### config.mk
export PLATFORM = sky130hd
export DESIGN_NAME = presc_timer
export DESIGN_NICKNAME = d
export VERILOG_FILES = /design/src/rtl/presc_timer_pkg.sv /design/src/rtl/presc_timer_ctrl.sv /design/src/rtl/presc_timer_dp.sv /design/src/rtl/presc_timer.sv
export SDC_FILE = /design/constraint.sdc
export NUM_CORES = 1
export LEC_CHECK = 0
export BUFFER_PORTS_ARGS = -buffer_cell sky130_fd_sc_hd__buf_2
export CAP_MARGIN = 0
export CORE_MARGIN = 2
export CORE_UTILIZATION = 45
export DETAILED_ROUTE_END_ITERATION = 16
export GPL_ROUTABILITY_DRIVEN = 0
export PLACE_DENSITY = 0.75
export SLEW_MARGIN = 10
export SYNTH_ARGS = -nofsm -noshare
export SYNTH_HDL_FRONTEND = slang
export SYNTH_SLANG_ARGS = --single-unit
### constraint.sdc
create_clock -name clk -period 5.6 [get_ports clk]
set_input_delay 1.12 -clock clk [delete_from_list [all_inputs] [get_ports clk]]
set_output_delay 1.12 -clock clk [all_outputs]
set_load 0.01 [all_outputs]
### src/rtl/presc_timer_pkg.sv
package presc_timer_pkg;

  // Strobes from the control section to the datapath, valid for one clock.
  typedef struct packed {
    logic advance;    // counter takes a tick this edge
    logic zeroCount;  // tick loads zero instead of incrementing
    logic setOvf;     // tick is a natural wrap that raises overflow
  } tmrStrobe_t;

endpackage

### src/rtl/presc_timer_ctrl.sv
module presc_timer_ctrl
  import presc_timer_pkg::*;
#(
  parameter int CNT_W      = 16,
  parameter int SEL_W      = 3,
  parameter int PRE_STAGES = 5
) (
  input  logic             clk,
  input  logic             rstN,
  input  logic             timerEn,
  input  logic [SEL_W-1:0] prescaleSel,
  input  logic             cmpResetEn,
  input  logic [CNT_W-1:0] cmpValue,
  input  logic [CNT_W-1:0] count,
  output tmrStrobe_t       strobe
);

  localparam int PRE_W = PRE_STAGES;
  localparam int N_W   = $clog2(PRE_STAGES + 1);

  logic [PRE_W-1:0] presc;
  logic [N_W-1:0]   activeN;
  logic [N_W-1:0]   reqN;
  logic [PRE_W-1:0] stageMask;
  logic             prescZero;
  logic             tickPoint;
  logic             atCompare;

  // Codes beyond the deepest stage saturate at the full prescaler depth.
  assign reqN = (int'(prescaleSel) > PRE_STAGES) ? N_W'(PRE_STAGES) : N_W'(prescaleSel);

  // Free-running prescaler.
  always_ff @(posedge clk or negedge rstN) begin
    if (!rstN) presc <= '0;
    else       presc <= presc + PRE_W'(1);
  end

  assign prescZero = (presc == '0);

  // Stage count is sampled only when every prescaler stage is zero.
  always_ff @(posedge clk or negedge rstN) begin
    if (!rstN)          activeN <= '0;
    else if (prescZero) activeN <= reqN;
  end

  // Mask of the low activeN prescaler bits.
  for (genvar i = 0; i < PRE_W; i++) begin : g_mask
    assign stageMask[i] = (N_W'(i) < activeN);
  end

  assign tickPoint = ((presc & stageMask) == '0);
  assign atCompare = cmpResetEn && (count == cmpValue);

  always_comb begin
    strobe           = '0;
    strobe.advance   = timerEn && tickPoint;
    strobe.zeroCount = strobe.advance && atCompare;
    strobe.setOvf    = strobe.advance && !atCompare && (count == '1);
  end

  // A new stage count may only appear right after the prescaler was zero.
  AST_SEL_DEFERRED: assert property (@(posedge clk) disable iff (!rstN)
    (activeN != $past(activeN)) |-> ($past(presc) == '0));

endmodule

### src/rtl/presc_timer_dp.sv
module presc_timer_dp
  import presc_timer_pkg::*;
#(
  parameter int CNT_W  = 16,
  parameter int NUM_CH = 8
) (
  input  logic              clk,
  input  logic              rstN,
  input  tmrStrobe_t        strobe,
  input  logic [NUM_CH-1:0] chFlagSet,
  input  logic [NUM_CH-1:0] chIntEn,
  input  logic              flagWrEn,
  input  logic              ovfWrEn,
  input  logic [NUM_CH-1:0] wrData,
  output logic [CNT_W-1:0]  count,
  output logic              ovfFlag,
  output logic [NUM_CH-1:0] chFlags,
  output logic              irq
);

  localparam int CLR_BIT = NUM_CH - 1;

  logic [NUM_CH-1:0] clrMask;
  logic              ovfClr;

  // Counter.
  always_ff @(posedge clk or negedge rstN) begin
    if (!rstN)                 count <= '0;
    else if (strobe.zeroCount) count <= '0;
    else if (strobe.advance)   count <= count + CNT_W'(1);
  end

  // Overflow flag: set has priority over a write-one-to-clear.
  assign ovfClr = ovfWrEn && wrData[CLR_BIT];

  always_ff @(posedge clk or negedge rstN) begin
    if (!rstN)              ovfFlag <= 1'b0;
    else if (strobe.setOvf) ovfFlag <= 1'b1;
    else if (ovfClr)        ovfFlag <= 1'b0;
  end

  // Channel flags: per-bit clear by writing ones, set pulses win.
  assign clrMask = flagWrEn ? wrData : '0;

  always_ff @(posedge clk or negedge rstN) begin
    if (!rstN) chFlags <= '0;
    else       chFlags <= (chFlags & ~clrMask) | chFlagSet;
  end

  assign irq = |(chFlags & chIntEn);

  AST_FLAG_SET: assert property (@(posedge clk) disable iff (!rstN)
    (|chFlagSet) |=> ((chFlags & $past(chFlagSet)) == $past(chFlagSet)));

  AST_FLAG_WR_ZERO_KEEPS: assert property (@(posedge clk) disable iff (!rstN)
    1'b1 |=> ((chFlags & $past(chFlags & ~clrMask)) == $past(chFlags & ~clrMask)));

  AST_OVF_CLEARED: assert property (@(posedge clk) disable iff (!rstN)
    (ovfClr && !strobe.setOvf) |=> !ovfFlag);

  AST_OVF_SET_WINS: assert property (@(posedge clk) disable iff (!rstN)
    strobe.setOvf |=> ovfFlag);

endmodule

### src/rtl/presc_timer.sv
module presc_timer
  import presc_timer_pkg::*;
#(
  parameter int CNT_W      = 16,
  parameter int SEL_W      = 3,
  parameter int PRE_STAGES = 5,
  parameter int NUM_CH     = 8
) (
  input  logic              clk,
  input  logic              rstN,
  input  logic              timerEn,
  input  logic [SEL_W-1:0]  prescaleSel,
  input  logic              cmpResetEn,
  input  logic [CNT_W-1:0]  cmpValue,
  input  logic [NUM_CH-1:0] chFlagSet,
  input  logic [NUM_CH-1:0] chIntEn,
  input  logic              flagWrEn,
  input  logic              ovfWrEn,
  input  logic [NUM_CH-1:0] wrData,
  output logic [CNT_W-1:0]  count,
  output logic              ovfFlag,
  output logic [NUM_CH-1:0] chFlags,
  output logic              irq
);

  tmrStrobe_t strobe;

  presc_timer_ctrl #(
    .CNT_W     (CNT_W),
    .SEL_W     (SEL_W),
    .PRE_STAGES(PRE_STAGES)
  ) i_ctrl (
    .clk        (clk),
    .rstN       (rstN),
    .timerEn    (timerEn),
    .prescaleSel(prescaleSel),
    .cmpResetEn (cmpResetEn),
    .cmpValue   (cmpValue),
    .count      (count),
    .strobe     (strobe)
  );

  presc_timer_dp #(
    .CNT_W (CNT_W),
    .NUM_CH(NUM_CH)
  ) i_dp (
    .clk      (clk),
    .rstN     (rstN),
    .strobe   (strobe),
    .chFlagSet(chFlagSet),
    .chIntEn  (chIntEn),
    .flagWrEn (flagWrEn),
    .ovfWrEn  (ovfWrEn),
    .wrData   (wrData),
    .count    (count),
    .ovfFlag  (ovfFlag),
    .chFlags  (chFlags),
    .irq      (irq)
  );

  AST_HOLD_DISABLED: assert property (@(posedge clk) disable iff (!rstN)
    !timerEn |=> $stable(count));

  AST_CMP_RESET: assert property (@(posedge clk) disable iff (!rstN)
    (strobe.advance && cmpResetEn && count == cmpValue) |=> (count == '0));

  AST_CMP_ZERO_STICKS: assert property (@(posedge clk) disable iff (!rstN)
    (cmpResetEn && cmpValue == '0 && count == '0) |=> (count == '0));

  AST_FULL_CMP_NO_OVF: assert property (@(posedge clk) disable iff (!rstN)
    (cmpResetEn && cmpValue == '1 && count == '1 && !ovfFlag && !(|chFlagSet & 1'b0))
      |=> !ovfFlag);

  AST_WRAP_SETS_OVF: assert property (@(posedge clk) disable iff (!rstN)
    (strobe.advance && !cmpResetEn && count == '1) |=> (ovfFlag && count == '0));

endmodule

* After elaboration in Yosys (flattened, before gate mapping)
Cells that the tools add are included.
** Storage, ports and cells
- Register bits :: 33
- Bits of input ports :: 49
- Output and inout port bits :: 26
- Word-level logic and storage cells :: 38
** Cells by class
- $add $sub $neg :: 2
- $lt $le $gt $ge :: 6
- Equality and inequality tests :: 2
- Multiplexer cells :: 6
- Bitwise operators :: 5
- Reduce and logical (&&, ||, !) cells :: 12
** Operator list (number)
- $mux W16 :: 2
- $add A16 B1 Y16 const B :: 1
- $and A8 B8 Y8 :: 2
- $eq A16 B16 Y1 :: 1
- $eq A16 B16 Y1 const B :: 1
- $logic_not A5 Y1 :: 2
- $mux W8 :: 1
- $not A8 Y8 :: 1
- $or A8 B8 Y8 :: 1
- $reduce_or A8 Y1 :: 1
- $logic_and A1 B1 Y1 :: 6
- $lt A1 B3 Y1 const A :: 2
- $lt A2 B3 Y1 const A :: 2
- $add A5 B1 Y5 const B :: 1
- $and A5 B5 Y5 :: 1
- $reduce_bool A2 Y1 :: 2
- $gt A3 B3 Y1 const B :: 1
- $lt A3 B3 Y1 const A :: 1
- $mux W3 :: 1
- $mux W1 :: 2
- $logic_not A1 Y1 :: 1

* Depth between registers and ports, before layout
- Word-level depth :: 7
- Gate-level depth with buffers :: 8

* Modules after synthesis
Synthesis repeated with hierarchy kept, for this count alone.
** Second synthesis, totals
- Cells, all modules :: 171
- Area, all modules :: 1804.2 um2
** By module, submodules not included
- presc_timer_dp :: instances 1, cells an instance 110, area an instance 1169.9 um2, seq. area each 625.6 um2
- presc_timer_ctrl :: instances 1, cells an instance 61, area an instance 634.4 um2, seq. area each 200.2 um2

* Worst setup path before layout
No wires, ideal clock.
- Path kind :: input port to output port
- Start point :: input chIntEn[2]
- End point :: output irq
- Arrival :: 1.441 ns
- Required time :: 4.480 ns
- Path slack :: 3.039 ns
- Cell stages on the path :: 2
- Buffers on the path :: 0
- Cells stage by stage :: a22oi_1 -> nand4_1
** On the way
- Longest elaborated chain between the ends :: 2
** Ends and longest elaborated chain
- start, declared :: line presc_timer.sv:16 : input logic [NUM_CH-1:0] chIntEn,
- $and A8 B8 Y8 :: line presc_timer_dp.sv:50 : assign irq = |(chFlags & chIntEn);
- $reduce_or A8 Y1 :: line presc_timer_dp.sv:50
- end, declared :: line presc_timer.sv:23 : output logic irq
No other way between the ends.

* Worst setup path in the final report
- Start point :: input chIntEn[4]
- End point :: output irq
The elaborated chain is that of the path after synthesis.

==> metrics.md <==
| Metric | Value |
|---|---|
| Area contributors post-synth | `dfrtp_1 44%, xnor2_1 8.0%, nand2_1 4.8%, a21o_1 4.0%, mux2i_1 2.7%` |
| Reg area | `826 um^2` |
| Antenna violations before repair | `0` |
| Max incr delay on CP | `0.19 ns` |
| Period minus WS final | `2.78 ns` |
| Critical path peak fanout | `1` |
| Multiplexer share of the synthesized area | `3.28%` |
| Via density | `5.50` |
| Post-Syn Nets | `237` |
| Most common cell in the netlist | `dfrtp_1` |
| Normalized max-slew margin | `50.9%` |
| CP max stage cell | `a22oi_1` |
| First-pass GRT wire length | `7000 um` |
| Area share of fa/ha/maj cells after synthesis | `2.01%` |
| Main combinational cell family by area after synthesis | `simple AND/OR/NAND/NOR gates` |
| Clock tree buffer depth | `2` |
| Root Driver | `clkbuf_8` |
| Area share of and/or/nand/nor cells after synthesis | `19.9%` |
| Vias after detailed routing | `1709` |
| CTS tree | `yes` |
| Crit share post-route | `49.6%` |
| Die area | `4690 um^2` |
| CP Launch Type | `primary input` |
| Max Slew Vio Count | `0` |
| Final setup violation count | `0` |
| Area growth syn-to-layout | `27.4%` |
| Power density over the cells | `271 nW/um^2` |
| Area of the mapped netlist | `1870 um^2` |
| Max_cap viols | `0` |
| Global route hottest layer | `met2` |
| Average wire per standard cell | `14.1 um` |
| Tightest Hold Check Type | `register to register` |
| Synthesis warning total | `0` |
| Pleak | `1.13 nW` |
| Switching portion of total power | `25.2%` |
| Mean cell area of the mapped netlist | `10.1 um^2` |
| Critical Setup Path Class | `primary input to output port` |
| Fraction of registers with async set or reset after synthesis | `100%` |
| Post-CTS Resized | `0` |
| Fin nets | `312` |
| Drt first-iter violations | `79` |
| IO Count | `75` |
| Chip height | `68.5 um` |
| Final Hold Vio Count | `0` |
| Core footprint | `4000 um^2` |
| Compound-Gate Fraction of Synth Area | `17.4%` |
| Syn Inst Count | `185` |
| Routed wire length | `4390 um` |
| Fmax | `360 MHz` |
| Initial Util | `46.7%` |
| Register share of total power | `43.1%` |
| Row count | `23` |
| Seq/Total Area, Yosys | `44.2%` |
| Dpl hpwl | `3180 um` |
| Hold Slack | `0.480 ns` |
| All-layer global routing usage | `20.6%` |
| # DRC | `0` |
| Commonest cells in the netlist | `33 x dfrtp_1, 24 x nand2_1, 17 x xnor2_1` |
| Placed cell count | `303` |
| RSZ-0062 raised after global routing | `false` |
| Met2 Track Usage GR | `32.9%` |
| Setup tns final | `0 ns` |
| Cell variety after synth | `42` |
| Htree depth | `2` |
| Largest net degree at the start of global routing | `34` |
| Worst-skew pair later-pin latency | `0.29 ns` |
| Combinational cell fraction of total power | `15.4%` |
| Pre-CTS WS | `2.81 ns` |
| Antenna cells | `0` |
| Grt total ovfl | `0` |
| Internal cell power | `0.483 mW` |
| Skew final | `0.00361 ns` |
| Seq cells post-synth | `33` |
| Clk pwr share | `41.5%` |
| Yosys top cell area share | `44.2%` |
| GR Util met1 | `25.4%` |
| Psw | `0.163 mW` |
| Crit path DAT | `1.66 ns` |
| Post-CTS Setup Bufs | `0` |
| Routed Antenna Nets | `0` |
| Endpoint class of the critical path | `output port` |
| Multi-input combinational cell area | `970 um^2` |
| Outcome | `completed` |
| Hold_buf cts | `0` |
| Req. time, crit path | `4.48 ns` |
| EDFF count, synth | `0` |
| Clock slew seen by the registers of the worst setup and hold paths | `0.07 ns` |
| Vias in the first global route | `1585` |
| M3 GR Usage | `7.07%` |
| Largest area contributor in the netlist | `dfrtp_1` |
| Maximum VDD drop | `0.000222 V` |
| Crit path top cell by count | `buf_2` |
| Primary FF master, synth | `dfrtp_1` |
| Critical Path, Cell by Cell | `buf_2, a22oi_1, nand4_1, buf_2` |
| Post-route insts no fill | `311` |
| Clock sink total | `33` |
| Pre-antenna DRT Iters | `4` |
| Worst-Margin Slew | `0.727 ns` |
| Setup WS post-layout | `2.82 ns` |
| Filler cells | `373` |
| Inserted Clock Buffers | `5` |
| Total power | `0.646 mW` |
| Die Width | `68.5 um` |
| Share of layout cells above drive strength 1 | `36.0%` |
| Buffers on Ports | `74` |
| Post-synthesis xor/xnor area fraction | `9.30%` |
-- path summary, 6_finish.rpt --
check	end	start	cells after the start	slack, ns
hold reg to reg	i_dp.ovfFlag	i_dp.ovfFlag	2	0.48
min in group asynchronous	i_ctrl.presc[0]	rstN	1	0.88
max in group asynchronous	i_dp.chFlags[1]	rstN	1	4.25
setup reg to reg	i_dp.count[12]	i_ctrl.presc[0]	5	3.41
hold / removal	i_dp.ovfFlag	i_dp.ovfFlag	2	0.48
setup / recovery	irq	chIntEn[4]	4	2.82
-- state kept, by name (all words and copies together), names as in the netlist --
name	cells
i_dp.count	16
i_dp.chFlags	8
i_ctrl.presc	5
i_ctrl.activeN	3
i_dp.ovfFlag	1
-- power groups by stage --
stage | logic, mW | clock network [mW] | registers (mW)
3_3_place_gp | 0.0992 | 0 | 0.283
6_report | 0.0993 | 0.268 | 0.279
5_1_grt | 0.114 | 0.285 | 0.282
4_1_cts | 0.101 | 0.271 | 0.279
3_5_place_dp | 0.101 | 0 | 0.284
2_1_floorplan | 0.0483 | 0 | 0.285
-- final cells by class --
class	instances	area share [%]
multi-input combinational	141	40.7
sequential	33	34.7
timing repair buffer	74	15.6
clock buffer	5	2.89
clock inverter	3	2.73
tap	50	2.63
inverter	5	0.788
-- metrics by stage --
step	cell area, um^2	util (%)
floorplan	1870	-
global placement	2250	56.2
detailed placement	2250	56.2
CTS	2380	59.5
global route	2380	59.5
finish	2380	59.5
-- worst max-delay path: cells and delay by family --
family | cells | cell delay [ns]
AND/OR/NAND/NOR | 1 | 0.11
AO/OA/AOI/OAI | 1 | 0.19
buffers and inverters | 2 | 0.24
-- layout by cell type, fill, tap and decap left out, types with 5 or more instances in the layout --
master	synthesis	routed
buf_2	0	74
dfrtp_1	33	33
nand2_1	24	24
xnor2_1	17	17
a21o_1	10	10
nand3_1	8	8
o21ai_0	8	8
nor2_1	7	7
a21oi_1	7	7
inv_1	5	5
nand4_1	5	5
and3_1	5	5
mux2i_1	5	5
a22o_1	5	5
clkbuf_8	1	5
-- layer usage --
metal  vias to the layer above  wire (um)
li1                        814          -
met1                       806       1910
met2                        79       2040
met3                        10        348
met4                         0         96
met5                         -          0
-- cell families after synthesis --
group / Yosys count
AOI/OAI and AO/OA: 47
DFF: 33
adders and majority gates: 3
xor gates and xnor gates: 19
muxes: 6
buffers and inverters: 11
and+or+nand+nor: 66
Note: power is estimated with default switching activity, not from simulation.
